==> src/rtl/rdi_pkg.sv <==
package rdi_pkg;

  localparam int NUM_DEFECTS = 5;
  localparam int DF_AIS  = 0;
  localparam int DF_LOP  = 1;
  localparam int DF_TIM  = 2;
  localparam int DF_PLM  = 3;
  localparam int DF_UNEQ = 4;

  typedef enum logic [1:0] {
    RANK_NONE    = 2'd0,
    RANK_PAYLOAD = 2'd1,
    RANK_CONN    = 2'd2,
    RANK_SERVER  = 2'd3
  } rdi_rank_e;

  // Class of the worst unmasked defect for the selected coding
  function automatic rdi_rank_e rank_of(input logic [NUM_DEFECTS-1:0] eff, input logic enh);
    rdi_rank_e r;
    r = RANK_NONE;
    if (eff[DF_AIS] || eff[DF_LOP])
      r = RANK_SERVER;
    else if (enh && (eff[DF_TIM] || eff[DF_UNEQ]))
      r = RANK_CONN;
    else if (enh && eff[DF_PLM])
      r = RANK_PAYLOAD;
    return r;
  endfunction

  // Three-bit field value for a class in a coding
  function automatic logic [2:0] code_of(input rdi_rank_e r, input logic enh);
    logic [2:0] c;
    if (!enh) begin
      c = (r == RANK_SERVER) ? 3'b100 : 3'b000;
    end else begin
      unique case (r)
        RANK_SERVER:  c = 3'b101;
        RANK_CONN:    c = 3'b110;
        RANK_PAYLOAD: c = 3'b010;
        default:      c = 3'b001;
      endcase
    end
    return c;
  endfunction

endpackage

==> src/rtl/rdi_defect_classify.sv <==
module rdi_defect_classify
  import rdi_pkg::*;
(
  input  logic [NUM_DEFECTS-1:0] defect_in,
  input  logic [NUM_DEFECTS-1:0] defect_inh,
  input  logic                   enh_mode,
  output logic [NUM_DEFECTS-1:0] defect_eff,
  output rdi_rank_e              new_rank
);

  for (genvar g = 0; g < NUM_DEFECTS; g++) begin : g_mask
    assign defect_eff[g] = defect_in[g] & ~defect_inh[g];
  end

  assign new_rank = rank_of(defect_eff, enh_mode);

endmodule

==> src/rtl/rdi_hold_ctrl.sv <==
module rdi_hold_ctrl
  import rdi_pkg::*;
#(
  parameter int HOLD_FRAMES = 20,
  localparam int CNT_W = $clog2(HOLD_FRAMES + 1)
) (
  input  logic             clk,
  input  logic             rst,
  input  logic             frame_stb,
  input  logic             enh_mode,
  input  rdi_rank_e        new_rank,
  output rdi_rank_e        held_rank,
  output logic [CNT_W-1:0] hold_cnt,
  output logic             hold_reload,
  output logic             mode_change,
  output logic             mode_q
);

  localparam logic [CNT_W-1:0] RELOAD_VAL = CNT_W'(HOLD_FRAMES - 1);

  logic new_present;
  logic new_outranks;
  logic hold_done;

  assign mode_change  = enh_mode != mode_q;
  assign new_present  = new_rank != RANK_NONE;
  assign new_outranks = new_present && (logic'(2'(new_rank) >= 2'(held_rank)));
  assign hold_done    = hold_cnt == '0;
  assign hold_reload  = mode_change || new_outranks || hold_done;

  always_ff @(posedge clk) begin
    if (rst) begin
      held_rank <= RANK_NONE;
      hold_cnt  <= '0;
      mode_q    <= enh_mode;
    end else if (frame_stb) begin
      mode_q <= enh_mode;
      if (hold_reload) begin
        held_rank <= new_rank;
        hold_cnt  <= new_present ? RELOAD_VAL : '0;
      end else begin
        hold_cnt  <= hold_cnt - 1'b1;
      end
    end
  end

endmodule

==> src/rtl/rdi_out_sel.sv <==
module rdi_out_sel
  import rdi_pkg::*;
(
  input  logic      clk,
  input  logic      rst,
  input  logic      frame_stb,
  input  logic      sw_ovr_en,
  input  logic [2:0] sw_ovr_code,
  input  rdi_rank_e held_rank,
  input  logic      mode_q,
  output logic [2:0] hw_code,
  output logic [2:0] rdi_code
);

  logic       ovr_q;
  logic [2:0] ovr_val_q;

  always_ff @(posedge clk) begin
    if (rst) begin
      ovr_q     <= 1'b0;
      ovr_val_q <= 3'b000;
    end else if (frame_stb) begin
      ovr_q     <= sw_ovr_en;
      ovr_val_q <= sw_ovr_code;
    end
  end

  assign hw_code  = code_of(held_rank, mode_q);
  assign rdi_code = ovr_q ? ovr_val_q : hw_code;

endmodule

==> src/rtl/path_rdi_gen.sv <==
module path_rdi_gen
  import rdi_pkg::*;
#(
  parameter int HOLD_FRAMES = 20
) (
  input  logic       clk,
  input  logic       rst,
  input  logic       frame_stb,
  input  logic [4:0] defect_in,
  input  logic [4:0] defect_inh,
  input  logic       enh_mode,
  input  logic       sw_ovr_en,
  input  logic [2:0] sw_ovr_code,
  output logic [2:0] rdi_code
);

  localparam int CNT_W = $clog2(HOLD_FRAMES + 1);

  logic [NUM_DEFECTS-1:0] defect_eff;
  rdi_rank_e              new_rank;
  rdi_rank_e              held_rank;
  logic [CNT_W-1:0]       hold_cnt;
  logic                   hold_reload;
  logic                   mode_change;
  logic                   mode_q;
  logic [2:0]             hw_code;

  rdi_defect_classify u_classify (
    .defect_in  (defect_in),
    .defect_inh (defect_inh),
    .enh_mode   (enh_mode),
    .defect_eff (defect_eff),
    .new_rank   (new_rank)
  );

  rdi_hold_ctrl #(.HOLD_FRAMES(HOLD_FRAMES)) u_hold (
    .clk         (clk),
    .rst         (rst),
    .frame_stb   (frame_stb),
    .enh_mode    (enh_mode),
    .new_rank    (new_rank),
    .held_rank   (held_rank),
    .hold_cnt    (hold_cnt),
    .hold_reload (hold_reload),
    .mode_change (mode_change),
    .mode_q      (mode_q)
  );

  rdi_out_sel u_out (
    .clk         (clk),
    .rst         (rst),
    .frame_stb   (frame_stb),
    .sw_ovr_en   (sw_ovr_en),
    .sw_ovr_code (sw_ovr_code),
    .held_rank   (held_rank),
    .mode_q      (mode_q),
    .hw_code     (hw_code),
    .rdi_code    (rdi_code)
  );

endmodule

==> config.mk <==
export PLATFORM = sky130hd
export DESIGN_NAME = path_rdi_gen
export DESIGN_NICKNAME = d
export VERILOG_FILES = /design/src/rtl/rdi_pkg.sv /design/src/rtl/rdi_defect_classify.sv /design/src/rtl/rdi_hold_ctrl.sv /design/src/rtl/rdi_out_sel.sv /design/src/rtl/path_rdi_gen.sv
export SDC_FILE = /design/constraint.sdc
export NUM_CORES = 1
export LEC_CHECK = 0
export CAP_MARGIN = 5
export CORE_MARGIN = 3
export CORE_UTILIZATION = 51
export CTS_CLUSTER_DIAMETER = 200
export DETAILED_ROUTE_END_ITERATION = 7
export PLACE_DENSITY = 0.83
export REMOVE_ABC_BUFFERS = 1
export SLEW_MARGIN = 40
export SYNTH_ARGS = -nofsm -noshare
export SYNTH_HDL_FRONTEND = slang
export SYNTH_HIERARCHICAL = 1
export SYNTH_SLANG_ARGS = --single-unit
export TNS_END_PERCENT = 1
==> constraint.sdc <==
create_clock -name clk -period 5.7 [get_ports clk]
set_clock_uncertainty 0.2 [all_clocks]
set_input_delay 1.14 -clock clk [delete_from_list [all_inputs] [get_ports clk]]
set_output_delay 1.14 -clock clk [all_outputs]
set_load 0.005 [all_outputs]
==> impl_metrics.toml, run 1 <==
[status]
status = "complete, no violations"

[cells_and_area]
fillCellCount = 112
drive_above_1_share_pct = 15.3
most-common-layout-cells = "clkdlybuf4s50_1 (20), dfxtp_1 (11), nor2_1 (10)"
layout.nets = 136
utilization_pct = 75.0
stdcell_count = 126
antenna_cells = 0
area_growth_pct = 29.9
final_common_cell = "clkdlybuf4s50_1"

[sta]
fmaxAchievable_ghz = 0.287
slew-limit-headroom_pct = 64.1
maxSlewViolCount = 0
final.period_utilization_pct = 61.1
finalCriticalPeriod_ps = 3480
postLayoutSetupSlackWorst_ps = 2220
setup_viol = 0
grt_setup_unrepaired = "false"
hold_violations = 0
tightest_slew_ps = 538
setup_tns_ps = 0

[placed_design]
gp_congestion = 0.770
place_inst = 122
hpwl_mm = 1.36
portBuffers = 20
place_ws_ps = 1930

[clock_tree]
postCtsHoldBufs = 0
cts_made_buffers = 3
cts_tree = "done"
postCtsSetupRepairBufs = 0
post_cts_resized = 0
clk_latency_ps = 280
cts.sinks = 12
clockBufferDepth = 2
htree_levels = 1
clockRootBuffer = "clkbuf_4"
cts.clk_slew.worst_paths_ps = 80

[synthesis]
syn_avg_cell_area_um2 = 8.97
synth_cells = 90
syn_area_um2 = 807
yosysWarnings = 6

[drt]
routed_wl_mm = 1.76
avgViaCountPerCell = 5.76
drc = 0
ant_nets = 0
first_pass_iters = 4
drtIter0Drc = 21
routedWlPerCell_um = 14.0
num_vias = 726

[min_path]
hold_class = "register to register"

[pwr]
peakVddDrop_uv = 140
powerDensity_mw_per_mm2 = 226
leakage_nw = 0.429
total_power_uw = 237

[global_route]
grt.met1_usage_pct = 24.6
busiest_layer = "met2"
use_met2_pct = 34.5
overflow = 0
grt_pass1_wl_mm = 3.06
antenna_found_initial = 0
grt_pass1_vias = 697
grtUsageMet3_pct = 5.93
grt_usage_pct = 20.5
grt_max_degree = 13

[die]
die_w_um = 45.8
io_pins = 21
core-area_mm2 = 0.00140
start_util_pct = 57.7
num_rows = 13
die-height_um = 45.8
die_area_mm2 = 0.00210

[setup_path]
cp-end-kind = "register"
critPathRequiredTime_ps = 5720
worstPathArrival_ps = 3510
crit_type = "input port to register"
path_max_fanout = 7
startpoint_type = "input port"

[run]
max_cap_violations = 0
## worst max-delay path, stage by stage
cell	delay (ps)
clkdlybuf4s50_1	510
nor2b_4	40
or2_0	230
a31o_1	230
inv_1	80
ha_1	240
nor3b_1	320
o211a_4	280
clkinv_4	80
nor4b_2	210
a311o_1	150
## metal layers
layer / part of all wire (%) / vias to the layer above
met5: 0 / -
met4: 0.68 / 0
met3: 5.5 / 2
met2: 52 / 23
met1: 42 / 344
li1: - / 357
## metrics by stage
stage	hold WS, ps	area [µm²]
3_3_place_gp	276	1010
4_1_cts	301	1050
6_report	304	1050
5_1_grt	357	1050
3_5_place_dp	290	1010
2_1_floorplan	254	793
## where the power goes
| part | total (mW) | switching, mW | internal (mW) |
|---|---|---|---|
| Clock | 0.0683 | 0.0294 | 0.0389 |
| Combinational | 0.0711 | 0.0318 | 0.0394 |
| Sequential | 0.0974 | 0.00581 | 0.0916 |
| Total | 0.237 | 0.0670 | 0.170 |
## final timing paths
path                                          from            endpoint  slack, ps  depth (start not counted)
worst max register to register  u_hold/hold_cnt[0]  u_hold/hold_cnt[2]       3650                          7
worst max-delay path                 defect_inh[0]  u_hold/hold_cnt[2]       2220                         11
worst min register to register  u_hold/hold_cnt[1]  u_hold/hold_cnt[1]        300                          2
worst min-delay path            u_hold/hold_cnt[1]  u_hold/hold_cnt[1]        300                          2
## sequential cells by signal (all words and copies together) (netlist names)
register          cells
u_out/ovr_q           1
u_hold/held_rank      2
u_out/ovr_val_q       3
u_hold/hold_cnt       5
u_hold/mode_q         1
## cell type report
cell class	count	area [µm²]	share of cell area (%)
tap	15	18.8	1.79
inverter	9	38.8	3.70
multi-input combinational	66	504	48.1
timing repair buffer	20	200	19.1
clock buffer	4	36.3	3.46
sequential	12	250	23.9
Note: power is estimated with default switching activity, not from simulation.
==> run 2: changes to the inputs <==
--- a/config.mk
+++ b/config.mk
@@ -7,10 +7,10 @@
 export LEC_CHECK = 0
 export CAP_MARGIN = 5
 export CORE_MARGIN = 3
-export CORE_UTILIZATION = 51
+export CORE_UTILIZATION = 47
 export CTS_CLUSTER_DIAMETER = 200
 export DETAILED_ROUTE_END_ITERATION = 7
-export PLACE_DENSITY = 0.83
+export PLACE_DENSITY = 0.77
 export REMOVE_ABC_BUFFERS = 1
 export SLEW_MARGIN = 40
 export SYNTH_ARGS = -nofsm -noshare
==> constraint.sdc (replaced) <==
create_clock -name clk -period 3.6 [get_ports clk]
set_clock_uncertainty 0.2 [all_clocks]
set_input_delay 0.72 -clock clk [delete_from_list [all_inputs] [get_ports clk]]
set_output_delay 0.72 -clock clk [all_outputs]
set_load 0.005 [all_outputs]
==> run 2 against run 1 <==
- first-iteration DRC count rose by 29%
- register-to-register slack got worse by 2100 ps
- worst hold slack got worse by 4.5 ps
- wire length fell by 5.2%
- non-clock buffer count did not move
- worst setup slack got worse by 1700 ps
- sequential power rose by 58%
==> impl_metrics.toml, run 2 (synthesis results as in run 1) <==
[setup_path]
startpoint_type = "input port"
cpPeakStageDelay_ps = 500
critPathRequiredTime_ps = 3620
crit_slowest_cell = "clkdlybuf4s50_1"
cp-end-kind = "register"
worstPathArrival_ps = 3070
path_cells = "clkdlybuf4s50_1 > nor2b_4 > or2_0 > a31o_1 > inv_1 > ha_1 > nor3b_1 > o211a_4 > clkinv_4 > nor4b_2 > a311o_1"
path_max_fanout = 7
crit_type = "input port to register"

[drt]
avgViaCountPerCell = 5.54
drtIter0Drc = 27
first_pass_iters = 4
routed_wl_mm = 1.67
drc = 0
num_vias = 703
routedWlPerCell_um = 13.1
ant_nets = 0

[clock_tree]
post_cts_resized = 0
postCtsSetupRepairBufs = 0
postCtsHoldBufs = 0
clockRootBuffer = "clkbuf_4"
cts_tree = "done"
clk_latency_ps = 270
htree_levels = 1
cts.clk_slew.worst_paths_ps = 80
clockBufferDepth = 2
cts_made_buffers = 3
cts.sinks = 12

[pwr]
sw_frac_of_total_pct = 28.2
powerDensity_mw_per_mm2 = 356
p_clk_share_pct = 28.9
p_int_uw = 269
leakage_nw = 0.429
combPwrFrac_pct = 29.8
p_seq_share_pct = 41.3
peakVddDrop_uv = 328
p_sw_uw = 105

[cells_and_area]
regMostFlops = "u_hold/hold_cnt"
largest_reg_flops = 5
drive_above_1_share_pct = 15.3
antenna_cells = 0
layout.nets = 136
final_common_cell = "clkdlybuf4s50_1"
stdcell_count = 127
fin_area_mm2 = 0.00105
area_growth_pct = 30.1
most-common-layout-cells = "clkdlybuf4s50_1 (20), dfxtp_1 (11), nor2_1 (10)"
reg_top3 = "u_hold/hold_cnt: 5 flops, u_out/ovr_val_q: 3 flops, u_hold/held_rank: 2 flops"
utilization_pct = 67.3

[sta]
setup_viol = 0
setup_tns_ps = 0
slew-limit-headroom_pct = 65.8
fmaxAchievable_ghz = 0.328
maxSlewViolCount = 0
final.period_utilization_pct = 84.7
grt_setup_unrepaired = "false"
finalCriticalPeriod_ps = 3050
hold_violations = 0
tightest_slew_ps = 511

[status]
status = "complete, no violations"

[die]
io_pins = 21
num_rows = 14
die-height_um = 47.4
start_util_pct = 51.8
die_area_mm2 = 0.00225
die_w_um = 47.4
core-area_mm2 = 0.00156

[placed_design]
gp_congestion = 0.796
place_inst = 123
portBuffers = 20
dpl_cell_area_mm2 = 0.00101
hpwl_mm = 1.30

[run]
max_cap_violations = 0

[global_route]
antenna_found_initial = 0
grt_usage_pct = 14.9
grt_max_degree = 13
grt_pass1_vias = 576
grt_pass1_wl_mm = 2.43
overflow = 0

[min_path]
hold_class = "register to register"
## run 2: cell counts in the layout (fill, tap and decap cells not counted)
No cell type changed its count.
## run 2: power groups by stage
stage / logic, mW / clock network, mW / registers [mW]
finish: 0.112 / 0.108 / 0.154
global route: 0.122 / 0.116 / 0.156
CTS: 0.111 / 0.111 / 0.155
detailed placement: 0.111 / 0 / 0.158
global placement: 0.108 / 0 / 0.157
floorplan: 0.0687 / 0 / 0.155
## run 2: per-stage QoR
| stage | total power [mW] | hold WS [ps] | setup WS [ps] |
|---|---|---|---|
| after global routing | 0.394 | 333 | 450 |
| after global placement | 0.265 | 283 | 386 |
| after CTS | 0.377 | 302 | 565 |
| after detailed placement | 0.268 | 283 | 292 |
| after floorplan | 0.223 | 254 | 885 |
| final | 0.374 | 300 | 550 |
## run 2: final cells by class
cell class / instances / area [µm²]
inverter: 9 / 38.8
multi-input combinational: 66 / 504
fill: 126 / 509
clock buffer: 4 / 36.3
tap: 16 / 20.0
timing repair buffer: 20 / 200
sequential: 12 / 250
## run 2: routing by layer
layer	up-vias	track usage (%)	part of all wire, %
li1	362	-	-
met1	322	21.1	50
met2	17	23.8	44
met3	2	2.26	4.9
met4	0	3.31	0.60
met5	-	0	0
## run 2: critical path, delay by kind of cell
kind	cells	cell delay, ps
compound gates	3	650
simple gates	4	830
fa+ha+maj	1	220
buf+inv	3	640
## run 2: path summary, 6_finish.rpt
| path | slack (ps) | to | from | cells after the start |
|---|---|---|---|---|
| max | 550 | u_hold/hold_cnt[2] | defect_inh[0] | 11 |
| min | 300 | u_out/ovr_val_q[0] | u_out/ovr_val_q[0] | 2 |
| min reg2reg | 300 | u_out/ovr_val_q[0] | u_out/ovr_val_q[0] | 2 |
| max reg2reg | 1570 | u_hold/hold_cnt[2] | u_hold/hold_cnt[0] | 7 |
==> run 3: changes to the inputs <==
--- a/config.mk
+++ b/config.mk
@@ -7,10 +7,10 @@
 export LEC_CHECK = 0
 export CAP_MARGIN = 5
 export CORE_MARGIN = 3
-export CORE_UTILIZATION = 47
+export CORE_UTILIZATION = 42
 export CTS_CLUSTER_DIAMETER = 200
 export DETAILED_ROUTE_END_ITERATION = 7
-export PLACE_DENSITY = 0.77
+export PLACE_DENSITY = 0.73
 export REMOVE_ABC_BUFFERS = 1
 export SLEW_MARGIN = 40
 export SYNTH_ARGS = -nofsm -noshare
==> constraint.sdc (replaced) <==
create_clock -name clk -period 2.75 [get_ports clk]
set_clock_uncertainty 0.2 [all_clocks]
set_input_delay 0.55 -clock clk [delete_from_list [all_inputs] [get_ports clk]]
set_output_delay 0.55 -clock clk [all_outputs]
set_load 0.005 [all_outputs]
==> run 3 against run 2 <==
- sequential share of layout area down 1.9 points
- worst setup slack got worse by 490 ps
- final cell count up 13%
- sequential power rose by 32%
- flip-flop and latch count unchanged
- critical path depth is the same
- worst hold slack improved by 5.3 ps
- power rose by 35%
- non-clock buffer count rose by 7
- cell area up 9.2%
- largest cell class unchanged
==> impl_metrics.toml, run 3 (synthesis results as in run 1) <==
[status]
status = "complete, no violations"

[die]
io_pins = 21
num_rows = 15
die-height_um = 49.8
start_util_pct = 45.7
die_area_mm2 = 0.00248
core-area_mm2 = 0.00176
die_w_um = 49.8

[setup_path]
crit_slowest_cell = "clkdlybuf4s50_1"
cp-end-kind = "register"
path_cells = "clkdlybuf4s50_1 > nor2b_4 > or2_1 > a31o_1 > inv_1 > ha_1 > nor3b_2 > o211a_4 > clkinv_4 > nor4b_4 > a311o_1"
worstPathArrival_ps = 2700
endpoint = "u_hold/hold_cnt[2]"
worst-path-buf-inv = 3
critPathRequiredTime_ps = 2760
regToRegEndpoint = "u_hold/hold_cnt[2]"
path_max_fanout = 5
crit_type = "input port to register"
ff2ff_setup_slack_ps = 670
startpoint_type = "input port"
path_depth = 11
rr_worst_depth = 7
regToRegStartpoint = "u_hold/hold_cnt[0]"
cp_top_family = "simple AND/OR/NAND/NOR gates"
crit_start = "defect_in[0]"
cpPeakStageDelay_ps = 400

[clock_tree]
cts.clk_slew.worst_paths_ps = 70
clockRootBuffer = "clkbuf_4"
htree_levels = 1
clockBufferDepth = 2
cts.sinks = 12
clk_latency_ps = 270
cts_made_buffers = 3
postCtsHoldBufs = 0
cts_tree = "done"

[global_route]
grt_pass1_wl_mm = 2.90
grt_max_degree = 13
antenna_found_initial = 0
overflow = 0
grt_usage_pct = 15.5
grt_pass1_vias = 684

[cells_and_area]
fin_area_mm2 = 0.00115
fillCellCount = 167
utilization_pct = 65.0
regMostFlops = "u_hold/hold_cnt"
area_growth_pct = 42.0
multiInputGateArea_um2 = 531
drive_above_1_share_pct = 23.7
seqCellArea_um2 = 251
largest_reg_flops = 5
reg_top3 = "u_hold/hold_cnt: 5 flops, u_out/ovr_val_q: 3 flops, u_hold/held_rank: 2 flops"
most-common-layout-cells = "clkdlybuf4s50_1 (18), nor2_1 (10), dfxtp_1 (10)"
stdcell_count = 143
final_common_cell = "clkdlybuf4s50_1"
antenna_cells = 0
layout.nets = 143

[drt]
first_pass_iters = 4
routedWlPerCell_um = 12.9
drtIter0Drc = 18
drc = 0
num_vias = 725
avgViaCountPerCell = 5.07
routed_wl_mm = 1.84
ant_nets = 0

[pwr]
p_seq_share_pct = 40.3
total_power_uw = 503
leakage_nw = 0.493
peakVddDrop_uv = 392
p_int_uw = 365
powerDensity_mw_per_mm2 = 439
sw_frac_of_total_pct = 27.4
combPwrFrac_pct = 33.2
p_sw_uw = 138
p_clk_share_pct = 26.5

[run]
max_cap_violations = 0

[placed_design]
gp_congestion = 0.781
portBuffers = 20
hpwl_mm = 1.42
place_inst = 137
dpl_cell_area_mm2 = 0.00106

[sta]
final.period_utilization_pct = 97.8
hold_violations = 0
fmaxAchievable_ghz = 0.372
setup_viol = 0
tightest_slew_ps = 505
maxSlewViolCount = 0
grt_setup_unrepaired = "true"
slew-limit-headroom_pct = 66.2
finalCriticalPeriod_ps = 2690

[min_path]
hold_class = "register to register"
## run 3: power by group through the flow
stage          Sequential (mW)  Clock [mW]  Combinational, mW
6_report                 0.203       0.133              0.167
5_1_grt                  0.205       0.148              0.185
4_1_cts                  0.202       0.142              0.157
2_1_floorplan            0.202           0             0.0900
3_3_place_gp             0.205           0              0.150
3_5_place_dp             0.206           0              0.155
## run 3: worst min-delay path by stage
stage | cells after the start | slack [ps] | from | end
floorplan | 2 | 250 | u_out/ovr_val_q[0] | u_out/ovr_val_q[0]
global placement | 2 | 280 | u_out/ovr_val_q[2] | u_out/ovr_val_q[2]
detailed placement | 2 | 290 | u_out/ovr_val_q[2] | u_out/ovr_val_q[2]
CTS | 2 | 310 | u_out/ovr_val_q[2] | u_out/ovr_val_q[2]
global route | 2 | 340 | u_hold/held_rank[0] | u_hold/held_rank[0]
finish | 2 | 310 | u_out/ovr_val_q[2] | u_out/ovr_val_q[2]
## run 3: timing repair
| action | 4_1_cts | 5_1_grt |
|---|---|---|
| resized for setup | 1 | 7 |
| setup buffers | 0 | 2 |
| pin swaps | 0 | 4 |
| setup endpoints to repair | 2 | 4 |
| hold endpoints to repair | 0 | 0 |
## run 3: metrics by stage
stage / hold slack [ps] / worst slack [ps] / setup TNS, ps
after floorplan: 254 / 205 / 0
after global placement: 282 / -258 / -1200
final: 305 / 59.4 / 0
after CTS: 309 / 8.91 / 0
after global routing: 336 / -23.9 / -23.9
after detailed placement: 286 / -371 / -1830
## run 3: metal layers
metal / wire length, µm / part of all wire (%) / GRT usage, % / vias up
met1: 815 / 44 / 18.2 / 340
li1: - / - / - / 374
met2: 957 / 52 / 26.2 / 9
met3: 63 / 3.4 / 5.74 / 2
met5: 0 / 0 / 0 / -
met4: 8 / 0.43 / 4.15 / 0
## run 3: final cells by class
cell class                      count  area share, %
Multi-Input combinational cell     66           46.3
Timing Repair Buffer               27           22.5
Sequential cell                    12           21.9
Inverter                            9           3.38
Clock buffer                        4           3.17
Tap cell                           25           2.73
## run 3: worst reg2reg max path: cells and delay by family (launching register included)
| kind | cells | cell delay (ps) |
|---|---|---|
| compound gates | 2 | 510 |
| flops | 1 | 310 |
| fa+ha+maj | 1 | 250 |
| simple gates | 2 | 540 |
| buf+inv | 2 | 170 |
